### config.mk
export PLATFORM = sky130hd
export DESIGN_NAME = pd_sleep_ctrl
export DESIGN_NICKNAME = d
export VERILOG_FILES = /design/src/rtl/pd_sleep_pkg.sv /design/src/rtl/pd_dom_fsm.sv /design/src/rtl/pd_mod_slot.sv /design/src/rtl/pd_sleep_ctrl.sv
export SDC_FILE = /design/constraint.sdc
export NUM_CORES = 1
export LEC_CHECK = 0
export BUFFER_PORTS_ARGS = -buffer_cell sky130_fd_sc_hd__buf_2
export CAP_MARGIN = 20
export CORE_ASPECT_RATIO = 1.25
export CORE_MARGIN = 5
export CORE_UTILIZATION = 48
export DETAILED_ROUTE_END_ITERATION = 16
export GPL_TIMING_DRIVEN = 1
export PLACE_DENSITY_LB_ADDON = 0.2
export RECOVER_POWER = 25
export REMOVE_ABC_BUFFERS = 1
export SLEW_MARGIN = 40
export SYNTH_ARGS = -nofsm -noshare
export SYNTH_HDL_FRONTEND = slang
export SYNTH_SLANG_ARGS = --single-unit
### constraint.sdc
create_clock -name clk -period 2.1 [get_ports clk]
set_input_delay 0.21 -clock clk [delete_from_list [all_inputs] [get_ports clk]]
set_output_delay 0.21 -clock clk [all_outputs]
set_load 0.03 [all_outputs]
### src/rtl/pd_sleep_pkg.sv
package pd_sleep_pkg;

  // module state encoding, shared by control target and status
  typedef enum logic [1:0] {
    MST_SWRSTDIS = 2'd0,
    MST_SYNCRST  = 2'd1,
    MST_DISABLE  = 2'd2,
    MST_ENABLE   = 2'd3
  } mod_state_e;

  typedef enum logic [1:0] {
    DS_IDLE  = 2'd0,
    DS_PWAIT = 2'd1,
    DS_APPLY = 2'd2
  } dom_seq_e;

  // register map (byte addresses, 4-byte stride in arrays)
  localparam int CMD_ADDR   = 'h120;
  localparam int BUSY_ADDR  = 'h128;
  localparam int PREQ_ADDR  = 'h1040;
  localparam int DSTAT_BASE = 'h200;
  localparam int DCTL_BASE  = 'h300;
  localparam int MSTAT_BASE = 'h800;
  localparam int MCTL_BASE  = 'hA00;

  // field positions
  localparam int NEXTON_BIT = 0;
  localparam int PGOOD_BIT  = 8;
  localparam int LRST_BIT   = 8;
  localparam int CLKON_BIT  = 12;
  localparam int FORCE_BIT  = 31;

  // fixed module-to-domain assignment: contiguous groups
  function automatic int dom_of(input int m, input int n_mod, input int n_dom);
    return (m * n_dom) / n_mod;
  endfunction

endpackage

### src/rtl/pd_dom_fsm.sv
module pd_dom_fsm
  import pd_sleep_pkg::*;
(
  input  logic clk,
  input  logic rst,
  input  logic start_i,
  input  logic next_on_i,
  input  logic pgood_i,
  input  logic settled_i,
  output logic busy_o,
  output logic pwr_req_o,
  output logic pwr_on_o,
  output logic apply_o,
  output logic done_o
);

  dom_seq_e st_q;
  logic     busy_q, preq_q, pon_q;

  always_ff @(posedge clk) begin
    if (rst) begin
      st_q   <= DS_IDLE;
      busy_q <= 1'b0;
      preq_q <= 1'b0;
      pon_q  <= 1'b0;
    end else begin
      case (st_q)
        DS_IDLE: begin
          if (start_i) begin
            if (pon_q) begin
              st_q   <= DS_APPLY;
              busy_q <= 1'b1;
            end else if (next_on_i) begin
              st_q   <= DS_PWAIT;
              busy_q <= 1'b1;
              preq_q <= 1'b1;
            end
          end
        end
        DS_PWAIT: begin
          if (pgood_i) begin
            pon_q <= 1'b1;
            st_q  <= DS_APPLY;
          end
        end
        DS_APPLY: begin
          if (settled_i) begin
            st_q   <= DS_IDLE;
            busy_q <= 1'b0;
            preq_q <= 1'b0;
          end
        end
        default: st_q <= DS_IDLE;
      endcase
    end
  end

  assign busy_o    = busy_q;
  assign pwr_req_o = preq_q;
  assign pwr_on_o  = pon_q;
  assign apply_o   = (st_q == DS_APPLY);
  assign done_o    = (st_q == DS_APPLY) && settled_i;

endmodule

### src/rtl/pd_mod_slot.sv
module pd_mod_slot
  import pd_sleep_pkg::*;
(
  input  logic       clk,
  input  logic       rst,
  input  logic       apply_i,
  input  logic [1:0] tgt_i,
  input  logic       force_i,
  input  logic       ack_i,
  output logic [1:0] state_o,
  output logic       req_o,
  output logic       settled_o,
  output logic       clk_en_o
);

  logic [1:0] state_q;
  logic       req_q;

  always_ff @(posedge clk) begin
    if (rst) begin
      state_q <= MST_SWRSTDIS;
      req_q   <= 1'b0;
    end else if (apply_i && (state_q != tgt_i)) begin
      if (force_i) begin
        state_q <= tgt_i;
        req_q   <= 1'b0;
      end else if (req_q && ack_i) begin
        state_q <= tgt_i;
        req_q   <= 1'b0;
      end else begin
        req_q <= 1'b1;
      end
    end else begin
      req_q <= 1'b0;
    end
  end

  assign state_o   = state_q;
  assign req_o     = req_q;
  assign settled_o = (state_q == tgt_i);
  assign clk_en_o  = (state_q == MST_ENABLE) || (state_q == MST_SYNCRST);

endmodule

### src/rtl/pd_sleep_ctrl.sv
module pd_sleep_ctrl
  import pd_sleep_pkg::*;
#(
  parameter int N_DOM  = 2,
  parameter int N_MOD  = 8,
  parameter int ADDR_W = 16
) (
  input  logic              clk,
  input  logic              rst,
  input  logic              bus_valid_i,
  input  logic              bus_write_i,
  input  logic [ADDR_W-1:0] bus_addr_i,
  input  logic [31:0]       bus_wdata_i,
  output logic              bus_rvalid_o,
  output logic [31:0]       bus_rdata_o,
  output logic [N_DOM-1:0]  pwr_req_o,
  output logic [N_MOD-1:0]  mod_req_o,
  input  logic [N_MOD-1:0]  mod_ack_i,
  output logic [N_MOD-1:0]  mod_lrst_n_o,
  output logic [N_MOD-1:0]  mod_clk_en_o
);

  logic                  wr_en;
  logic [N_DOM-1:0]      cmd_start;
  logic [N_DOM-1:0]      next_on_q, pg_q;
  logic [N_DOM-1:0]      busy_q, pwr_on, dom_apply, dom_done, dom_settled;
  logic [N_MOD-1:0][1:0] tgt_q, mst;
  logic [N_MOD-1:0]      force_q, lrst_q, settled;
  logic [31:0]           rd_next;
  logic                  unused_wdata;

  assign wr_en        = bus_valid_i && bus_write_i;
  assign cmd_start    = (wr_en && bus_addr_i == ADDR_W'(CMD_ADDR)) ?
                        bus_wdata_i[N_DOM-1:0] : '0;
  assign unused_wdata = ^bus_wdata_i;

  // domain control registers and sequencers
  for (genvar d = 0; d < N_DOM; d++) begin : g_dom
    always_ff @(posedge clk) begin
      if (rst) begin
        next_on_q[d] <= 1'b0;
        pg_q[d]      <= 1'b0;
      end else begin
        if (wr_en && bus_addr_i == ADDR_W'(DCTL_BASE + 4*d)) begin
          next_on_q[d] <= bus_wdata_i[NEXTON_BIT];
          pg_q[d]      <= bus_wdata_i[PGOOD_BIT];
        end
        if (dom_done[d]) pg_q[d] <= 1'b0;
      end
    end

    pd_dom_fsm u_seq (
      .clk       (clk),
      .rst       (rst),
      .start_i   (cmd_start[d]),
      .next_on_i (next_on_q[d]),
      .pgood_i   (pg_q[d]),
      .settled_i (dom_settled[d]),
      .busy_o    (busy_q[d]),
      .pwr_req_o (pwr_req_o[d]),
      .pwr_on_o  (pwr_on[d]),
      .apply_o   (dom_apply[d]),
      .done_o    (dom_done[d])
    );
  end

  // module control registers and state slots
  for (genvar m = 0; m < N_MOD; m++) begin : g_mod
    localparam int DOM = dom_of(m, N_MOD, N_DOM);

    always_ff @(posedge clk) begin
      if (rst) begin
        tgt_q[m]   <= MST_SWRSTDIS;
        force_q[m] <= 1'b0;
        lrst_q[m]  <= 1'b1;
      end else if (wr_en && bus_addr_i == ADDR_W'(MCTL_BASE + 4*m)) begin
        tgt_q[m]   <= bus_wdata_i[1:0];
        force_q[m] <= bus_wdata_i[FORCE_BIT];
        lrst_q[m]  <= bus_wdata_i[LRST_BIT];
      end
    end

    pd_mod_slot u_slot (
      .clk       (clk),
      .rst       (rst),
      .apply_i   (dom_apply[DOM]),
      .tgt_i     (tgt_q[m]),
      .force_i   (force_q[m]),
      .ack_i     (mod_ack_i[m]),
      .state_o   (mst[m]),
      .req_o     (mod_req_o[m]),
      .settled_o (settled[m]),
      .clk_en_o  (mod_clk_en_o[m])
    );
  end

  assign mod_lrst_n_o = lrst_q;

  // a domain is settled when each of its modules matches its target
  always_comb begin
    dom_settled = '1;
    for (int d = 0; d < N_DOM; d++) begin
      for (int m = 0; m < N_MOD; m++) begin
        if (dom_of(m, N_MOD, N_DOM) == d && !settled[m]) dom_settled[d] = 1'b0;
      end
    end
  end

  // read decode
  always_comb begin
    rd_next = '0;
    if (bus_addr_i == ADDR_W'(BUSY_ADDR)) rd_next = 32'(busy_q);
    if (bus_addr_i == ADDR_W'(PREQ_ADDR)) rd_next = 32'(pwr_req_o);
    for (int d = 0; d < N_DOM; d++) begin
      if (bus_addr_i == ADDR_W'(DSTAT_BASE + 4*d)) rd_next = {31'b0, pwr_on[d]};
      if (bus_addr_i == ADDR_W'(DCTL_BASE + 4*d))
        rd_next = {23'b0, pg_q[d], 7'b0, next_on_q[d]};
    end
    for (int m = 0; m < N_MOD; m++) begin
      if (bus_addr_i == ADDR_W'(MSTAT_BASE + 4*m))
        rd_next = {19'b0, mod_clk_en_o[m], 3'b0, lrst_q[m], 6'b0, mst[m]};
      if (bus_addr_i == ADDR_W'(MCTL_BASE + 4*m))
        rd_next = {force_q[m], 22'b0, lrst_q[m], 6'b0, tgt_q[m]};
    end
  end

  always_ff @(posedge clk) begin
    if (rst) begin
      bus_rvalid_o <= 1'b0;
      bus_rdata_o  <= '0;
    end else begin
      bus_rvalid_o <= bus_valid_i && !bus_write_i;
      if (bus_valid_i && !bus_write_i) bus_rdata_o <= rd_next;
    end
  end

endmodule

==> impl_results.md <==
* Critical path class: input pin to flop
* Post-DR wirelength/cell at 17.7 um
* Layout Skew at 4.55 ps
* Startpoint Class: input pin
* Final Hold Viols at 0
* Setup Viol. Count Final at 0
* CP top delay family: simple AND/OR/NAND/NOR gates
* CP most frequent cell: a211o_1
* Dominant synthesized flop cell: dfxtp_1
* Routability congestion estimate from global placement at 0.931
* Status: completed
* Global-route wire length before repair at 21.4 mm
* Port Buffers at 63
* Clock share of power at 44.4%
* Max-slew headroom at 63.4%
* Crit. Startpoint: bus_addr_i[7]
* Initial antenna violation count at 0
* CP Depth at 9
* RSZ-0062 raised after global routing: false
* Placed cell area at 5000 um^2
* Switching power at 799 uW
* Area Growth Syn to Fin at 18.5%
* Insertion delay to the later sink of the worst-skew pair at 330 ps
* Seq/Total Area, Yosys at 34.4%
* Row count at 39
* Cell internal pwr at 2370 uW
* Pwr Total at 3170 uW
* Post-synthesis register bit count at 76
* Flop pwr share at 46.0%
* Final TNS setup at 0 ps
* Synth Warn # at 0
* Root Driver: clkbuf_16
* Layout cells sized above 1 at 20.5%
* Post-DP HPWL at 10.7 mm
* Reg-to-reg startpoint: g_mod[2].u_slot.state_o[1]
* Crit path required time at 2330 ps
* DRC at 0
* Post-synth design cell area at 4420 um^2
* DRT Pass-1 Iters at 5
* CTS Buf Count at 9
* Die Height at 117 um
* RR Endpoint: g_dom[0].u_seq.busy_o
* CP peak stage delay at 550 ps
* # IOs at 119
* Hold Crit Class: input pin to flop
* FMAX at 506 MHz
* Slowest cell on crit path: or4_4
* Post-Syn Instances at 560
* Synth cell types at 61
* PwrDens at 604 nW/um^2
* Vias in the first global route at 4238
* Htree depth at 3
* R2r setup slk at 160 ps
* Most frequent cell after synthesis: dfxtp_1
* Hold Buf Count CTS at 0
* CORE AREA at 9080 um^2
* Initial drt markers at 308
* Critical path, cell by cell: buf_2 -> or4_4 -> nor4_2 -> buf_4 -> o2111ai_1 -> o311ai_1 -> a211o_1 -> a2111oi_0 -> a211o_1
* IR drop worst, VDD at 0.000415 V
* CTS Sinks at 76
* Slew @ Worst Pin at 535 ps
* Syn Area/Cell at 7.90 um^2
* Die ar. at 11200 um^2
* GRT Overall Usage at 24.5%
* Worst Setup End Kind: flop
* CTS tree: built
* Switch share at 25.3%
* Crit path arrival time at 2200 ps
* Post-synth top area cell: dfxtp_1
* Vias/cell at 5.67
* Tcrit/Tclk final at 94.2%
* Synth area leaders: dfxtp_1 34%, buf_4 8.0%, mux2i_1 6.8%
* Via count at 4375
* Initial Util at 48.7%
* Synth top cells by count: 76 x dfxtp_1, 67 x nor2_1, 58 x nand2_1, 47 x buf_4, 41 x a21oi_1
* Total Wirelength at 13.6 mm
* Antenna-violating nets left at 0
* Design Area, Final at 5240 um^2
* Final Max Tran Viols at 0
* Pleak at 0.00200 uW
* Comb power frac at 9.6%
* Buffer depth of the longest clock path at 2
* Asr flop ratio synth at 0%
* R2R depth at 6
* Setup crit end: bus_rdata_o[0]
* Fill cells at 891
* Post-synth top area share at 34.4%
* Worst-path clk slew at 60 ps
* Post-layout net count at 703
* Bufs and invs on worst path at 2
* Grt ovf at 0
* Minimum clock period at 1980 ps
* ANT cells at 0
* Crit Path Max Fanout at 6
* Number of synthesized flops with an enable pin at 0
* Max Cap Viol at 0
* Die Wd at 95.8 um
* Largest net degree at the start of global routing at 68
[worst min-delay path by stage]
| stage | start | end | slack [ps] | cells after the start |
|---|---|---|---|---|
| 2_1_floorplan | rst | force_q[0] | 280 | 1 |
| 3_3_place_gp | tgt_q[12] | g_mod[6].u_slot.state_o[0] | 480 | 2 |
| 3_5_place_dp | bus_rdata_o[31] | bus_rdata_o[31] | 480 | 2 |
| 4_1_cts | rst | bus_rvalid_o | 140 | 2 |
| 5_1_grt | rst | bus_rvalid_o | 160 | 2 |
| 6_report | rst | bus_rvalid_o | 160 | 2 |
[state kept, by name (all words and copies together), names as in the netlist, 4 cells and up]
| register | cells |
|---|---|
| g_mod.u_slot.state_o | 16 |
| tgt_q | 16 |
| force_q | 8 |
| g_mod.u_slot.req_o | 8 |
| mod_lrst_n_o | 8 |
| bus_rdata_o | 5 |
| g_dom.u_seq.st_q | 4 |
[what timing repair did]
| item | 4_1_cts | 5_1_grt |
|---|---|---|
| hold endpoints to repair | 0 | 0 |
| gates resized for setup | 0 | 1 |
| setup endpoints to repair | 0 | 1 |
| buffers inserted | 0 | 0 |
[power by group through the flow]
stage	clock network, uW	registers [uW]	logic, uW
finish	1410	1460	304
global route	1500	1450	325
CTS	1430	1450	301
detailed placement	0	1490	300
global placement	0	1490	298
floorplan	0	1490	133
[layer usage]
metal / wire length (um) / global-route usage, %
met2: 6760 / 41.5
met3: 803 / 4.16
met5: 0 / 0
met1: 5450 / 28.3
met4: 637 / 14.1
[cells by family after synthesis]
| family | Yosys count | synth area share [%] |
|---|---|---|
| AND/OR/NAND/NOR | 223 | 26.1 |
| AO/OA/AOI/OAI | 127 | 17.9 |
| buffers and inverters | 86 | 11.3 |
| flip-flops | 76 | 34.4 |
| multiplexers | 31 | 7.05 |
| XOR/XNOR | 16 | 3.17 |
| other | 1 | 0.0848 |
[through the flow]
stage	hold slack, ps	util, %	worst slack, ps	cells
2_1_floorplan	279	-	-236	505
3_3_place_gp	479	55.1	-201	755
3_5_place_dp	481	55.1	-230	755
4_1_cts	141	58.1	122	771
5_1_grt	155	57.7	16.0	771
6_report	159	57.7	122	771
[cell type report]
type | instances | area, um^2 | area share, %
Clock buffer | 12 | 246 | 4.70
Timing Repair Buffer | 127 | 777 | 14.8
Inverter | 5 | 18.8 | 0.358
Multi-Input combinational cell | 424 | 2500 | 47.7
Sequential cell | 76 | 1520 | 29.0
Clock inverter | 4 | 25.0 | 0.477
Tap cell | 123 | 154 | 2.94
[placed cells by master (no fill, tap or decap), types with 9 or more instances in the layout]
cell       netlist  final
conb_1           1     27
mux2i_1         30     30
clkbuf_16        0      9
a21oi_1         41     41
nor2b_1          9      9
nor2_1          67     66
buf_2            2     38
nand3_1         15     15
and3_1          15     15
nand2_1         58     58
xnor2_1         16     16
o21ai_0         23     23
buf_4           47     63
clkbuf_1        30     27
nor3_1           9      9
dfxtp_1         76     76
Note: power is estimated with default switching activity, not from simulation.
